===== src/rtl/byte_alu_pkg.sv =====
package byte_alu_pkg;
  localparam int OP_W = 5;
  localparam int FLAG_W = 4;
  localparam int FZ = 3;
  localparam int FN = 2;
  localparam int FH = 1;
  localparam int FC = 0;

  typedef enum logic [OP_W-1:0] {
    OP_ADD  = 5'd0,  OP_ADC  = 5'd1,  OP_SUB  = 5'd2,  OP_SBC  = 5'd3,
    OP_AND  = 5'd4,  OP_OR   = 5'd5,  OP_XOR  = 5'd6,  OP_CP   = 5'd7,
    OP_INC  = 5'd8,  OP_DEC  = 5'd9,
    OP_RLCA = 5'd10, OP_RLA  = 5'd11, OP_RRCA = 5'd12, OP_RRA  = 5'd13,
    OP_RLC  = 5'd14, OP_RL   = 5'd15, OP_RRC  = 5'd16, OP_RR   = 5'd17,
    OP_SLA  = 5'd18, OP_SRA  = 5'd19, OP_SRL  = 5'd20, OP_SWAP = 5'd21,
    OP_BIT  = 5'd22, OP_SET  = 5'd23, OP_RES  = 5'd24,
    OP_DAA  = 5'd25, OP_CPL  = 5'd26, OP_SCF  = 5'd27, OP_CCF  = 5'd28,
    OP_ADDW = 5'd29, OP_RSV0 = 5'd30, OP_RSV1 = 5'd31
  } alu_op_e;
endpackage


===== src/rtl/alu_addsub.sv =====
module alu_addsub #(
  parameter int W  = 8,
  parameter int HB = 4
) (
  input  logic [W-1:0] a,
  input  logic [W-1:0] b,
  input  logic         cin,
  input  logic         sub,
  output logic [W-1:0] sum,
  output logic         cout,
  output logic         hout
);
  localparam int LW = HB + 1;
  localparam int FW = W + 1;

  logic [LW-1:0] lo;
  logic [FW-1:0] full;

  always_comb begin
    if (sub) begin
      lo   = {1'b0, a[HB-1:0]} - {1'b0, b[HB-1:0]} - LW'(cin);
      full = {1'b0, a} - {1'b0, b} - FW'(cin);
    end else begin
      lo   = {1'b0, a[HB-1:0]} + {1'b0, b[HB-1:0]} + LW'(cin);
      full = {1'b0, a} + {1'b0, b} + FW'(cin);
    end
    sum  = full[W-1:0];
    cout = full[W];
    hout = lo[HB];
  end
endmodule


===== src/rtl/alu_shift.sv =====
module alu_shift
  import byte_alu_pkg::*;
#(
  parameter int W = 8
) (
  input  alu_op_e              op,
  input  logic [W-1:0]         a,
  input  logic                 cin,
  input  logic [$clog2(W)-1:0] bit_sel,
  output logic [W-1:0]         res,
  output logic                 cout,
  output logic                 bit_val
);
  localparam int NIB = W / 2;

  logic [W-1:0] one_hot;

  always_comb begin
    one_hot = W'(1) << bit_sel;
    bit_val = a[bit_sel];
    res     = a;
    cout    = 1'b0;
    case (op)
      OP_RLCA, OP_RLC: begin res = {a[W-2:0], a[W-1]}; cout = a[W-1]; end
      OP_RLA,  OP_RL:  begin res = {a[W-2:0], cin};    cout = a[W-1]; end
      OP_RRCA, OP_RRC: begin res = {a[0], a[W-1:1]};   cout = a[0];   end
      OP_RRA,  OP_RR:  begin res = {cin, a[W-1:1]};    cout = a[0];   end
      OP_SLA:          begin res = {a[W-2:0], 1'b0};   cout = a[W-1]; end
      OP_SRA:          begin res = {a[W-1], a[W-1:1]}; cout = a[0];   end
      OP_SRL:          begin res = {1'b0, a[W-1:1]};   cout = a[0];   end
      OP_SWAP:         res = {a[NIB-1:0], a[W-1:NIB]};
      OP_SET:          res = a | one_hot;
      OP_RES:          res = a & ~one_hot;
      default:         res = a;
    endcase
  end
endmodule


===== src/rtl/alu_decadj.sv =====
module alu_decadj #(
  parameter int W = 8
) (
  input  logic [W-1:0] a,
  input  logic         n,
  input  logic         h,
  input  logic         c,
  output logic [W-1:0] res,
  output logic         cout
);
  localparam int NIB = W / 2;
  localparam logic [NIB-1:0] NINE = NIB'(9);
  localparam logic [W-1:0]   LO6  = W'(6);
  localparam logic [W-1:0]   HI6  = W'(6) << NIB;

  logic [W-1:0] adj;
  logic lo_big, hi_big;

  always_comb begin
    adj    = '0;
    cout   = c;
    lo_big = a[NIB-1:0] > NINE;
    hi_big = (a[W-1:NIB] > NINE) || ((a[W-1:NIB] == NINE) && lo_big);
    if (!n) begin
      if (c || hi_big) begin
        adj  = adj | HI6;
        cout = 1'b1;
      end
      if (h || lo_big) adj = adj | LO6;
      res = a + adj;
    end else begin
      if (c) adj = adj | HI6;
      if (h) adj = adj | LO6;
      res = a - adj;
    end
  end
endmodule


===== src/rtl/byte_alu.sv =====
module byte_alu
  import byte_alu_pkg::*;
#(
  parameter int DATA_W = 8
) (
  input  logic                      clk,
  input  logic                      rst,
  input  logic                      in_valid,
  input  logic [OP_W-1:0]           op,
  input  logic [$clog2(DATA_W)-1:0] bit_sel,
  input  logic [DATA_W-1:0]         opa,
  input  logic [DATA_W-1:0]         opb,
  input  logic [2*DATA_W-1:0]       wide_a,
  input  logic [2*DATA_W-1:0]       wide_b,
  input  logic [FLAG_W-1:0]         flags_in,
  output logic                      out_valid,
  output logic [2*DATA_W-1:0]       result,
  output logic                      result_we,
  output logic [FLAG_W-1:0]         flags_out
);
  localparam int NIB    = DATA_W / 2;
  localparam int WIDE_W = 2 * DATA_W;

  alu_op_e opc;
  assign opc = alu_op_e'(op);

  logic              c_in;
  logic              is_sub, use_cin;
  logic [DATA_W-1:0] b_sel;
  logic [DATA_W-1:0] s8, sh_r, da_r, r8;
  logic [WIDE_W-1:0] s16, r_nxt;
  logic              c8, h8, c16, h16, sh_c, sh_b, da_c, z8, we_nxt;
  logic [FLAG_W-1:0] mask, fval, f_nxt;

  assign c_in = flags_in[FC];

  always_comb begin
    is_sub  = opc inside {OP_SUB, OP_SBC, OP_CP, OP_DEC};
    use_cin = opc inside {OP_ADC, OP_SBC};
    b_sel   = (opc inside {OP_INC, OP_DEC}) ? DATA_W'(1) : opb;
  end

  alu_addsub #(.W(DATA_W), .HB(NIB)) u_add8 (
    .a(opa), .b(b_sel), .cin(use_cin & c_in), .sub(is_sub),
    .sum(s8), .cout(c8), .hout(h8)
  );

  alu_addsub #(.W(WIDE_W), .HB(WIDE_W - NIB)) u_add16 (
    .a(wide_a), .b(wide_b), .cin(1'b0), .sub(1'b0),
    .sum(s16), .cout(c16), .hout(h16)
  );

  alu_shift #(.W(DATA_W)) u_shift (
    .op(opc), .a(opa), .cin(c_in), .bit_sel(bit_sel),
    .res(sh_r), .cout(sh_c), .bit_val(sh_b)
  );

  alu_decadj #(.W(DATA_W)) u_daa (
    .a(opa), .n(flags_in[FN]), .h(flags_in[FH]), .c(c_in),
    .res(da_r), .cout(da_c)
  );

  // Result selection and write strobe
  always_comb begin
    r8     = opa;
    we_nxt = 1'b0;
    case (opc)
      OP_ADD, OP_ADC, OP_SUB, OP_SBC, OP_INC, OP_DEC: begin r8 = s8; we_nxt = 1'b1; end
      OP_CP:  r8 = s8;
      OP_AND: begin r8 = opa & opb; we_nxt = 1'b1; end
      OP_OR:  begin r8 = opa | opb; we_nxt = 1'b1; end
      OP_XOR: begin r8 = opa ^ opb; we_nxt = 1'b1; end
      OP_RLCA, OP_RLA, OP_RRCA, OP_RRA, OP_RLC, OP_RL, OP_RRC, OP_RR,
      OP_SLA, OP_SRA, OP_SRL, OP_SWAP, OP_SET, OP_RES: begin
        r8 = sh_r; we_nxt = 1'b1;
      end
      OP_DAA:  begin r8 = da_r; we_nxt = 1'b1; end
      OP_CPL:  begin r8 = ~opa; we_nxt = 1'b1; end
      OP_ADDW: we_nxt = 1'b1;
      default: we_nxt = 1'b0;
    endcase
    z8    = (r8 == '0);
    r_nxt = (opc == OP_ADDW) ? s16 : WIDE_W'(r8);
  end

  // Flag values and per-operation write mask, order {Z,N,H,C}
  always_comb begin
    mask = 4'b0000;
    fval = 4'b0000;
    case (opc)
      OP_ADD, OP_ADC, OP_SUB, OP_SBC, OP_CP: begin
        mask = 4'b1111; fval = {z8, is_sub, h8, c8};
      end
      OP_INC, OP_DEC: begin mask = 4'b1110; fval = {z8, is_sub, h8, 1'b0}; end
      OP_AND:         begin mask = 4'b1111; fval = {z8, 3'b010}; end
      OP_OR, OP_XOR:  begin mask = 4'b1111; fval = {z8, 3'b000}; end
      OP_RLCA, OP_RLA, OP_RRCA, OP_RRA: begin
        mask = 4'b1111; fval = {3'b000, sh_c};
      end
      OP_RLC, OP_RL, OP_RRC, OP_RR, OP_SLA, OP_SRA, OP_SRL: begin
        mask = 4'b1111; fval = {z8, 2'b00, sh_c};
      end
      OP_SWAP: begin mask = 4'b1111; fval = {z8, 3'b000}; end
      OP_BIT:  begin mask = 4'b1110; fval = {~sh_b, 3'b010}; end
      OP_DAA:  begin mask = 4'b1011; fval = {z8, 2'b00, da_c}; end
      OP_CPL:  begin mask = 4'b0110; fval = 4'b0110; end
      OP_SCF:  begin mask = 4'b0111; fval = 4'b0001; end
      OP_CCF:  begin mask = 4'b0111; fval = {3'b000, ~c_in}; end
      OP_ADDW: begin mask = 4'b0111; fval = {2'b00, h16, c16}; end
      default: begin mask = 4'b0000; fval = 4'b0000; end
    endcase
    f_nxt = (flags_in & ~mask) | (fval & mask);
  end

  always_ff @(posedge clk) begin
    if (rst) begin
      out_valid <= 1'b0;
      result    <= '0;
      result_we <= 1'b0;
      flags_out <= '0;
    end else begin
      out_valid <= in_valid;
      if (in_valid) begin
        result    <= r_nxt;
        result_we <= we_nxt;
        flags_out <= f_nxt;
      end
    end
  end


  idle_valid_chk: assert property (@(posedge clk) disable iff (rst)
    !in_valid |=> !out_valid);


  cmp_nowrite_chk: assert property (@(posedge clk) disable iff (rst)
    in_valid && opc == OP_CP |=> out_valid && !result_we);


  incdec_carry_chk: assert property (@(posedge clk) disable iff (rst)
    in_valid && (opc == OP_INC || opc == OP_DEC) |=> flags_out[FC] == $past(flags_in[FC]));


  accrot_zero_chk: assert property (@(posedge clk) disable iff (rst)
    in_valid && (opc inside {OP_RLCA, OP_RLA, OP_RRCA, OP_RRA}) |=> !flags_out[FZ]);


  sra_msb_chk: assert property (@(posedge clk) disable iff (rst)
    in_valid && opc == OP_SRA |=> result[DATA_W-1] == $past(opa[DATA_W-1]));


  setres_flags_chk: assert property (@(posedge clk) disable iff (rst)
    in_valid && (opc == OP_SET || opc == OP_RES) |=> flags_out == $past(flags_in));


  daa_sub_chk: assert property (@(posedge clk) disable iff (rst)
    in_valid && opc == OP_DAA |=> flags_out[FN] == $past(flags_in[FN]));


  cpl_flags_chk: assert property (@(posedge clk) disable iff (rst)
    in_valid && opc == OP_CPL |=> flags_out[FN] && flags_out[FH]
      && flags_out[FZ] == $past(flags_in[FZ]) && flags_out[FC] == $past(flags_in[FC]));


  wide_zero_chk: assert property (@(posedge clk) disable iff (rst)
    in_valid && opc == OP_ADDW |=> flags_out[FZ] == $past(flags_in[FZ]) && !flags_out[FN]);


  reserved_chk: assert property (@(posedge clk) disable iff (rst)
    in_valid && (opc == OP_RSV0 || opc == OP_RSV1) |=> flags_out == $past(flags_in) && !result_we);
endmodule


===== config.mk =====
export PLATFORM = sky130hd
export DESIGN_NAME = byte_alu
export DESIGN_NICKNAME = d
export VERILOG_FILES = /design/src/rtl/byte_alu_pkg.sv /design/src/rtl/alu_addsub.sv /design/src/rtl/alu_shift.sv /design/src/rtl/alu_decadj.sv /design/src/rtl/byte_alu.sv
export SDC_FILE = /design/constraint.sdc
export NUM_CORES = 1
export LEC_CHECK = 0
export ABC_AREA = 1
export BUFFER_PORTS_ARGS = -buffer_cell sky130_fd_sc_hd__buf_2
export CAP_MARGIN = 20
export CORE_ASPECT_RATIO = 1.4
export CORE_UTILIZATION = 30
export DETAILED_ROUTE_END_ITERATION = 6
export HOLD_SLACK_MARGIN = 0.02
export PLACE_DENSITY_LB_ADDON = 0.25
export RECOVER_POWER = 100
export SKIP_LAST_GASP = 1
export SLEW_MARGIN = 30
export SYNTH_ARGS = -nofsm -noshare
export SYNTH_HDL_FRONTEND = slang
export SYNTH_HIERARCHICAL = 1
export SYNTH_SLANG_ARGS = --single-unit

===== constraint.sdc =====
create_clock -name clk -period 3.4 [get_ports clk]
set_input_delay 0.34 -clock clk [delete_from_list [all_inputs] [get_ports clk]]
set_output_delay 0.34 -clock clk [all_outputs]
set_load 0.02 [all_outputs]

==> results.yml, run 1 <==
yosys:
  synth_area_leader_cell: "nand2_1"
  synth_area_leaders: "nand2_1, ha_1, inv_1"
  synth_cells: 1275
  syn_area_per_cell_um2: 5.39
  synth_top_area_share_pct: 22.3
  synth-edff-count: 0
  synth.most_common_cell: "nand2_1"
  async_flop_share_pct: 0
  synth_seq_cells: 22
  synth_common_cells: "nand2_1, inv_1, nand3_1"
  synth.distinct_cells: 52
  yosysSeqAreaShare_pct: 6.41
  syn_area_um2: 6870
  synthFlopType: "dfxtp_1"
  synth_warnings: 6
clock_tree:
  clkLatencyLatePin_ns: 0.26
  root_buffer: "clkbuf_16"
  htreeDepth: 1
  cts_buffers: 3
  ctsHoldBuffers: 0
  numClockSinks: 22
  cts_tree: "yes"
  postCtsSetupBuffers: 0
  cts_buffer_depth: 2
  clkSlewWorstSetupHoldPaths_ns: 0.06
  cts_resized: 0
final_layout:
  fill_cells: 2645
  stdcell_count: 1668
  drive_gt1_share_pct: 10.0
  antenna_cells: 0
  final_cell_area_um2: 7780
  synthToLayoutAreaGrowth_pct: 13.3
  final_nets: 1531
  fin_util_pct: 34.6
global_routing:
  grt_pass1_wl_um: 39100
  antenna_found_initial: 0
  grtUsageTotal_pct: 21.1
  first_global_vias: 7843
  grt.overflow.total: 0
  grt_start_max_net_pins: 30
sta:
  hold_viol: 0
  fin_crit_sh_pct: 92.1
  timing.setup.tns_ns: 0
  slew_viol_final: 0
  rsz0062_at_grt: "no"
  max_freq_mhz: 319
  setup_viol: 0
  min_period_ns: 3.13
  worst_pin_slew_ns: 1.20
  worst_clock_skew_ns: 0
  slew-limit-headroom_pct: 19.9
flow_run:
  drv_cap: 0
routing:
  drc: 0
  num_vias: 8092
  wl_per_cell_um: 14.5
  dr.pass1.iters: 5
  ant_nets: 0
  via_per_inst: 4.85
  drtIter0Drc: 399
  routed_wirelength_um: 24100
place:
  dp_hpwl_um: 20500
  portBuffers: 84
  place_congestion: 0.895
  dp_cells: 1665
  placed_area_um2: 7740
setup_path:
  path_max_fanout: 3
  endpoint_kind: "register"
  crit_type: "input pin to register"
  arrival_ns: 3.33
  critPathRequiredTime_ns: 3.59
  crit_path_start_kind: "input pin"
floorplanning:
  placementRows: 65
  coreArea_um2: 22500
  die_area_um2: 23500
  start_util_pct: 30.5
  io-pin-count: 85
  die_x_um: 130
  dieHeight_um: 181
hold_path:
  hp-class: "input pin to register"
power:
  leakagePower_nw: 4.50
  cellPowerDensity_nw_per_um2: 232
  vdd_drop_max_uv: 112
run_status:
  outcome: "finished clean"
==> through the flow <==
stage | power (mW) | hold WS (ns) | setup WS [ns]
floorplan | 1.17 | 0.488 | 0.319
global placement | 1.54 | 0.461 | -0.0624
detailed placement | 1.55 | 0.460 | -0.0753
CTS | 1.81 | 0.435 | 0.206
global route | 1.99 | 0.465 | 0.0430
finish | 1.80 | 0.430 | 0.269
==> state kept, by name, summed over array words and instances (netlist names) <==
name / cells
out_valid: 1
result_we: 1
result: 16
flags_out: 4
==> logic make-up (layout without fill, tap and decap cells) <==
kind of cell | after synthesis | in the layout | synth area share, %
AOI/OAI and AO/OA | 138 | 138 | 11.8
xor gates and xnor gates | 15 | 15 | 1.91
adders and majority gates | 99 | 99 | 18.9
buffers and inverters | 263 | 353 | 15.0
DFF | 22 | 22 | 6.41
muxes | 1 | 1 | 0.146
other | 1 | 3 | 0.0546
and+or+nand+nor | 736 | 736 | 45.8
==> where the power goes <==
| group | internal (mW) | total, mW | switching, mW |
|---|---|---|---|
| logic | 0.430 | 1.26 | 0.826 |
| clock network | 0.156 | 0.250 | 0.0948 |
| registers | 0.278 | 0.295 | 0.0170 |
| total | 0.865 | 1.80 | 0.938 |
==> per-layer routing <==
metal  global-route usage [%]  part of all wire, %  vias up
met2                     40.3                   52      230
met3                     1.30                  4.5       56
li1                         -                    -     4192
met5                        0                    0        -
met4                     10.1                  4.8        0
met1                     23.1                   39     3614
==> final cells by class <==
cell class / instances / area, µm² / area share (%)
Sequential cell: 22 / 440 / 5.66
Timing Repair Buffer: 111 / 586 / 7.52
Clock buffer: 3 / 75.1 / 0.964
Inverter: 239 / 897 / 11.5
Tap cell: 301 / 377 / 4.84
Multi-Input combinational cell: 992 / 5410 / 69.5
==> placed cells by master (no fill, tap or decap), types with 3 or more instances in the layout <==
cell       Yosys  layout
nand2_2        5       3
ha_1          91      91
nand2_1      408     410
o21ai_1        6       6
conb_1         1       3
o21bai_1       3       3
fa_1           8       8
xor2_1        10      10
inv_2         18      16
xnor2_1        5       5
a21oi_2        4       4
nor2_2        12      12
o21ai_0       41      41
clkbuf_16      0       3
nor3_1        14      14
buf_4          3      24
nor2_1       124     124
clkbuf_1      10      26
dfxtp_1       22      22
nand4_1       16      16
nand3b_1       7       7
buf_2          7      60
a21oi_1       58      58
nand3_1      130     130
inv_1        220     222
and2_1         5       4
o211ai_1      11      11
==> worst max-delay path: stages <==
cell       delay (ns)
buf_2            0.11
nor2_1           0.14
inv_1            0.09
nor4_2           0.23
clkbuf_1         0.17
inv_1            0.06
fa_1             0.40
fa_1             0.40
o21ai_1          0.21
nand3_2          0.10
nand2_1          0.09
nand2_1          0.08
nand2_1          0.07
nand2_1          0.04
nand2_1          0.16
nand2_1          0.09
o2111ai_1        0.08
a21oi_1          0.06
o31ai_1          0.12
nand2_1          0.13
a21oi_1          0.16
==> final timing paths <==
path	from	to	slack, ns	cells past startpoint
worst max-delay path	op[3]	flags_out[0]$_SDFFE_PP0P_	0.27	21
worst max register to register	flags_out[3]$_SDFFE_PP0P_	flags_out[3]$_SDFFE_PP0P_	2.64	4
worst min-delay path	rst	out_valid$_SDFF_PP0_	0.43	2
worst min register to register	result[2]$_SDFFE_PP0P_	result[2]$_SDFFE_PP0P_	0.47	2
Power figures use the tool's default switching activity.
==> run 2: changes to the inputs <==
- SETUP_SLACK_MARGIN: default -> 0.4
==> run 2 against run 1 <==
Sequential share of layout area decreased by 0.11 points. Sequential cell count unchanged. Power increased by 2.7%. Largest power group unchanged. Clock-buffer cell count increased by 1.
==> results.yml, run 2 (synthesized netlist as in run 1, its figures left out) <==
run_status:
  outcome: "finished clean"
setup_path:
  reg2reg_to: "flags_out[3]$_SDFFE_PP0P_"
  crit_path_start_kind: "input pin"
  arrival_ns: 3.17
  crit_type: "input pin to register"
  rr_startpoint: "flags_out[3]$_SDFFE_PP0P_"
  critPathRequiredTime_ns: 3.61
  r2r_slack_ns: 2.63
  critPathTopFamily: "simple AND/OR/NAND/NOR gates"
  path_cells: "buf_2 > nor2_1 > inv_1 > nor4_4 > inv_1 > fa_2 > inv_1 > ha_1 > o21ai_0 > nand4_1 > nand3_1 > nand2_1 > nand2_1 > nand3_1 > nand3b_1 > nor2_1 > nand3_1 > nand3_1 > nand2_1 > inv_1"
  critical_path.max_stage_delay_ns: 0.55
  path_buf_inv: 5
  endpoint_kind: "register"
  slowest_stage: "fa_2"
  path_max_fanout: 4
  reg2regPathDepth: 4
  cp.depth: 20
sta:
  fin_crit_sh_pct: 87.2
  setup_viol: 0
  slew_viol_final: 0
  max_freq_mhz: 337
  hold_slack_ns: 0.433
  worst_clock_skew_ns: 0
  rsz0062_at_grt: "yes"
  min_period_ns: 2.96
  worst_pin_slew_ns: 1.16
  slew-limit-headroom_pct: 22.6
  hold_viol: 0
  timing.setup.tns_ns: 0
power:
  cellPowerDensity_nw_per_um2: 233
  vdd_drop_max_uv: 111
  leakagePower_nw: 4.53
place:
  dp_hpwl_um: 20800
  portBuffers: 84
  place_congestion: 0.916
clock_tree:
  cts_buffers: 3
  clkSlewWorstSetupHoldPaths_ns: 0.06
  cts_tree: "yes"
  numClockSinks: 22
  clkLatencyLatePin_ns: 0.26
  root_buffer: "clkbuf_16"
  cts_buffer_depth: 2
  htreeDepth: 1
  ctsHoldBuffers: 0
hold_path:
  worstHoldStart: "rst"
  min_path_cells: 2
  worstHoldEndpoint: "out_valid$_SDFF_PP0_"
  hp-class: "input pin to register"
final_layout:
  largest_reg_flops: 16
  multi_input_area_um2: 5500
  top_regs: "result x16, flags_out x4"
  antenna_cells: 0
  final_cell_mix: "nand2_1, inv_1, nand3_1"
  top_register: "result"
  drive_gt1_share_pct: 12.5
  synthToLayoutAreaGrowth_pct: 15.5
  fill_cells: 2633
  fin_util_pct: 35.2
  seq_area_um2: 440
  final_nets: 1535
  final_common_cell: "nand2_1"
global_routing:
  grt_start_max_net_pins: 30
  grt_pass1_wl_um: 38700
  first_global_vias: 7819
  grtUsageTotal_pct: 21.0
  antenna_found_initial: 0
  grt.overflow.total: 0
routing:
  num_vias: 8178
  drtIter0Drc: 480
  dr.pass1.iters: 5
  ant_nets: 0
  via_per_inst: 4.89
  routed_wirelength_um: 24400
  drc: 0
  wl_per_cell_um: 14.6
floorplanning:
  start_util_pct: 30.5
  coreArea_um2: 22500
  io-pin-count: 85
  dieHeight_um: 181
  die_x_um: 130
  placementRows: 65
  die_area_um2: 23500
flow_run:
  drv_cap: 0
==> run 2: changes by cell type in the layout (fill, tap and decap cells not counted), sizes merged <==
cell and delta:
inv -1, clkbuf -3, clkinvlp +1, buf +8
==> run 2: what timing repair did <==
item / in CTS / in global routing
gates cloned: 0 / 0
pin swaps: 1 / 6
endpoints found under the setup margin: 1 / 9
setup buffers: 0 / 1
gates resized for setup: 4 / 26
==> run 2: layer usage <==
layer	GRT usage, %	vias to the layer above	part of all wire (%)
met3	1.21	63	3.1
met4	10.4	0	4.7
met1	22.5	3719	39
li1	-	4204	-
met2	40.5	192	53
met5	0	-	0
==> run 2: area by class of cell <==
cell class	instances	area share, %
sequential	22	5.55
multi-input combinational	992	69.3
clock buffer	4	1.12
tap	301	4.75
inverter	239	11.4
timing repair buffer	115	7.90
==> run 2: worst max path at each step <==
stage / start / end / slack, ns
after floorplan: op[4] / flags_out[3]$_SDFFE_PP0P_ / 0.42
after detailed placement: op[3] / flags_out[3]$_SDFFE_PP0P_ / 0.08
after CTS: op[3] / flags_out[3]$_SDFFE_PP0P_ / 0.41
after global placement: opa[4] / flags_out[3]$_SDFFE_PP0P_ / 0.11
final: op[2] / flags_out[3]$_SDFFE_PP0P_ / 0.44
after global routing: op[2] / flags_out[3]$_SDFFE_PP0P_ / 0.17
==> run 2: where the power goes <==
part           internal [mW]  total [mW]  switching, mW
clock network          0.180       0.275         0.0954
logic                  0.445        1.28          0.836
registers              0.278       0.296         0.0171
==> run 2: per-stage QoR <==
step	setup slack (ns)	total power [mW]	std cells	area, µm²
floorplan	0.418	1.17	1277	6890
global placement	0.108	1.55	1668	7780
detailed placement	0.0840	1.55	1668	7780
CTS	0.413	1.85	1672	7890
global route	0.167	2.03	1673	7930
finish	0.436	1.85	1673	7930
==> run 3: changes to the inputs <==
--- a/config.mk
+++ b/config.mk
@@ -20,4 +20,3 @@
 export SYNTH_ARGS = -nofsm -noshare
 export SYNTH_HDL_FRONTEND = slang
-export SYNTH_HIERARCHICAL = 1
 export SYNTH_SLANG_ARGS = --single-unit
==> constraint.sdc (replaced) <==
create_clock -name clk -period 3.4 [get_ports clk]
set_input_delay 0.34 -clock clk [delete_from_list [all_inputs] [get_ports clk]]
set_output_delay 0.34 -clock clk [all_outputs]
set_load 0.01 [all_outputs]
==> run 3 against run 2 <==
First-iteration DRC count decreased by 16%. Final area down 31%. Sequential cell count unchanged. Wire length down 26%. Final cell count fell by 33%. Sequential power decreased by 4%. Fmax grew 2.3%. Sequential share of layout area increased by 2.5 points. Register-to-register slack hardly changed.
==> results.yml, run 3 <==
run_status:
  outcome: "finished clean"
setup_path:
  reg2reg_to: "result[1]$_SDFFE_PP0P_"
  arrival_ns: 3.10
  critical_path.max_stage_delay_ns: 0.52
  critPathRequiredTime_ns: 3.60
  crit_top_cell: "nand2_1"
  path_buf_inv: 6
  reg2regPathDepth: 2
  path_max_fanout: 6
  critPathTopFamily: "simple AND/OR/NAND/NOR gates"
  endpoint_kind: "register"
  rr_startpoint: "result[1]$_SDFFE_PP0P_"
  r2r_slack_ns: 2.63
  crit_path_start_kind: "input pin"
  crit_type: "input pin to register"
  path_cells: "clkbuf_4 > inv_1 > nor2_4 > nand2_1 > inv_4 > nor2_4 > inv_1 > fa_1 > inv_1 > ha_1 > o21ai_0 > nand2_1 > nand2_1 > nand3_1 > nand3_1 > nand4_1 > nor2_1 > nand2_1 > nor2_1 > nand3_1 > nand3_1 > nand2_1 > inv_1"
  slowest_stage: "fa_1"
power:
  power_mw: 1.28
  leakagePower_nw: 2.83
  cellPowerDensity_nw_per_um2: 233
  vdd_drop_max_uv: 196
yosys:
  synth_area_leaders: "nand2_1, ha_1, nor2_1"
  synth.distinct_cells: 43
  synth_common_cells: "nand2_1, nor2_1, inv_1"
  synth_top_area_share_pct: 18.3
  yosysSeqAreaShare_pct: 9.49
  synth_warnings: 0
  syn_area_per_cell_um2: 5.62
  synth_fp_nets: 956
  synth-edff-count: 0
  synth.most_common_cell: "nand2_1"
  synth_cells: 826
  synth_area_leader_cell: "nand2_1"
  synthFlopType: "dfxtp_1"
  syn_area_um2: 4640
  async_flop_share_pct: 0
  synth_seq_cells: 22
place:
  place_ws_ns: 0.00911
  portBuffers: 84
  dp_hpwl_um: 15100
  place_congestion: 0.975
final_layout:
  top_regs: "result x16, flags_out x4"
  final_common_cell: "nand2_1"
  final_cell_mix: "nand2_1, nor2_1, inv_1"
  antenna_cells: 0
  drive_gt1_share_pct: 12.9
  largest_reg_flops: 16
  final_nets: 1053
  fin_util_pct: 36.5
  fill_cells: 1705
  top_register: "result"
  synthToLayoutAreaGrowth_pct: 18.6
global_routing:
  antenna_found_initial: 0
  grt_pass1_wl_um: 27700
  grtUsageTotal_pct: 22.4
  first_global_vias: 5264
  grt_start_max_net_pins: 21
  grt.overflow.total: 0
flow_run:
  drv_cap: 0
clock_tree:
  cts_tree: "yes"
  root_buffer: "clkbuf_16"
  clkLatencyLatePin_ns: 0.25
  cts_buffer_depth: 2
  cts_buffers: 3
  clkSlewWorstSetupHoldPaths_ns: 0.06
  htreeDepth: 1
  numClockSinks: 22
sta:
  setup_ws_ns: 0.504
  min_period_ns: 2.90
  fin_crit_sh_pct: 85.2
  slew-limit-headroom_pct: 55.6
  slew_viol_final: 0
  hold_viol: 0
  worst_pin_slew_ns: 0.666
  worst_clock_skew_ns: 0
  rsz0062_at_grt: "yes"
  setup_viol: 0
  max_freq_mhz: 345
floorplanning:
  io-pin-count: 85
  die_x_um: 107
  dieHeight_um: 149
  start_util_pct: 30.8
  coreArea_um2: 15100
  placementRows: 53
  die_area_um2: 16000
routing:
  wl_per_cell_um: 16.2
  drtIter0Drc: 403
  num_vias: 5761
  routed_wirelength_um: 18100
  dr.pass1.iters: 7
  ant_nets: 0
  drc: 0
  via_per_inst: 5.18
hold_path:
  worstHoldStart: "flags_in[1]"
  hp-class: "input pin to register"
  worstHoldEndpoint: "flags_out[1]$_SDFFE_PP0P_"
  min_path_cells: 3
[run 3: logic make-up after synthesis]
group                      count (synthesis)  share of synthesized area [%]
and+or+nand+nor                          466                           42.5
AOI/OAI and AO/OA                        151                           18.4
buffers and inverters                    112                           9.28
adders and majority gates                 67                           18.9
DFF                                       22                           9.49
xor gates and xnor gates                   8                           1.51
[run 3: worst max-delay path by stage]
| stage | from | endpoint | cells past startpoint |
|---|---|---|---|
| floorplan | op[4] | flags_out[3]$_SDFFE_PP0P_ | 23 |
| global placement | opa[1] | flags_out[3]$_SDFFE_PP0P_ | 21 |
| detailed placement | opa[1] | flags_out[3]$_SDFFE_PP0P_ | 21 |
| CTS | op[3] | result[7]$_SDFFE_PP0P_ | 20 |
| global route | op[3] | flags_out[3]$_SDFFE_PP0P_ | 24 |
| finish | op[3] | flags_out[3]$_SDFFE_PP0P_ | 23 |
[run 3: routing by layer]
layer,GRT usage (%),part of all wire [%],up-vias
met1,25.2,40,2580
met3,1.62,4.5,41
met2,42.8,51,201
li1,-,-,2939
met5,0,0,-
met4,9.04,3.9,0
[run 3: worst min-delay path: stages]
cell and delay (ns):
buf_2 0.13, nand3_1 0.08, a31oi_1 0.07
[run 3: repair_timing]
action | CTS | global route
hold endpoints to repair | 0 | 0
buffers inserted | 0 | 2
hold buffers | 0 | 0
gates resized for setup | 2 | 21
pin swaps | 0 | 3
setup endpoints to repair | 3 | 10
[run 3: area by class of cell]
cell class | instances | area [µm²] | share of cell area [%]
clock buffers | 3 | 75.1 | 1.36
flip-flops and latches | 22 | 440 | 8.01
well taps | 192 | 240 | 4.37
repair buffers | 107 | 566 | 10.3
inverters | 97 | 367 | 6.67
multi-input cells | 692 | 3810 | 69.3
[run 3: power by group]
| part | internal, mW | total, mW | leakage [nW] | switching [mW] |
|---|---|---|---|---|
| Combinational | 0.267 | 0.753 | 2.61 | 0.486 |
| Clock | 0.155 | 0.246 | 0.0370 | 0.0904 |
| Sequential | 0.274 | 0.284 | 0.180 | 0.00974 |
[run 3: stage by stage]
step	setup TNS (ns)	instances	hold slack, ns	cell area [µm²]
global placement	-0.00612	1108	0.456	5390
CTS	0	1111	0.419	5470
detailed placement	0	1108	0.457	5390
finish	0	1113	0.418	5500
floorplan	0	826	0.490	4640
global route	0	1113	0.435	5500
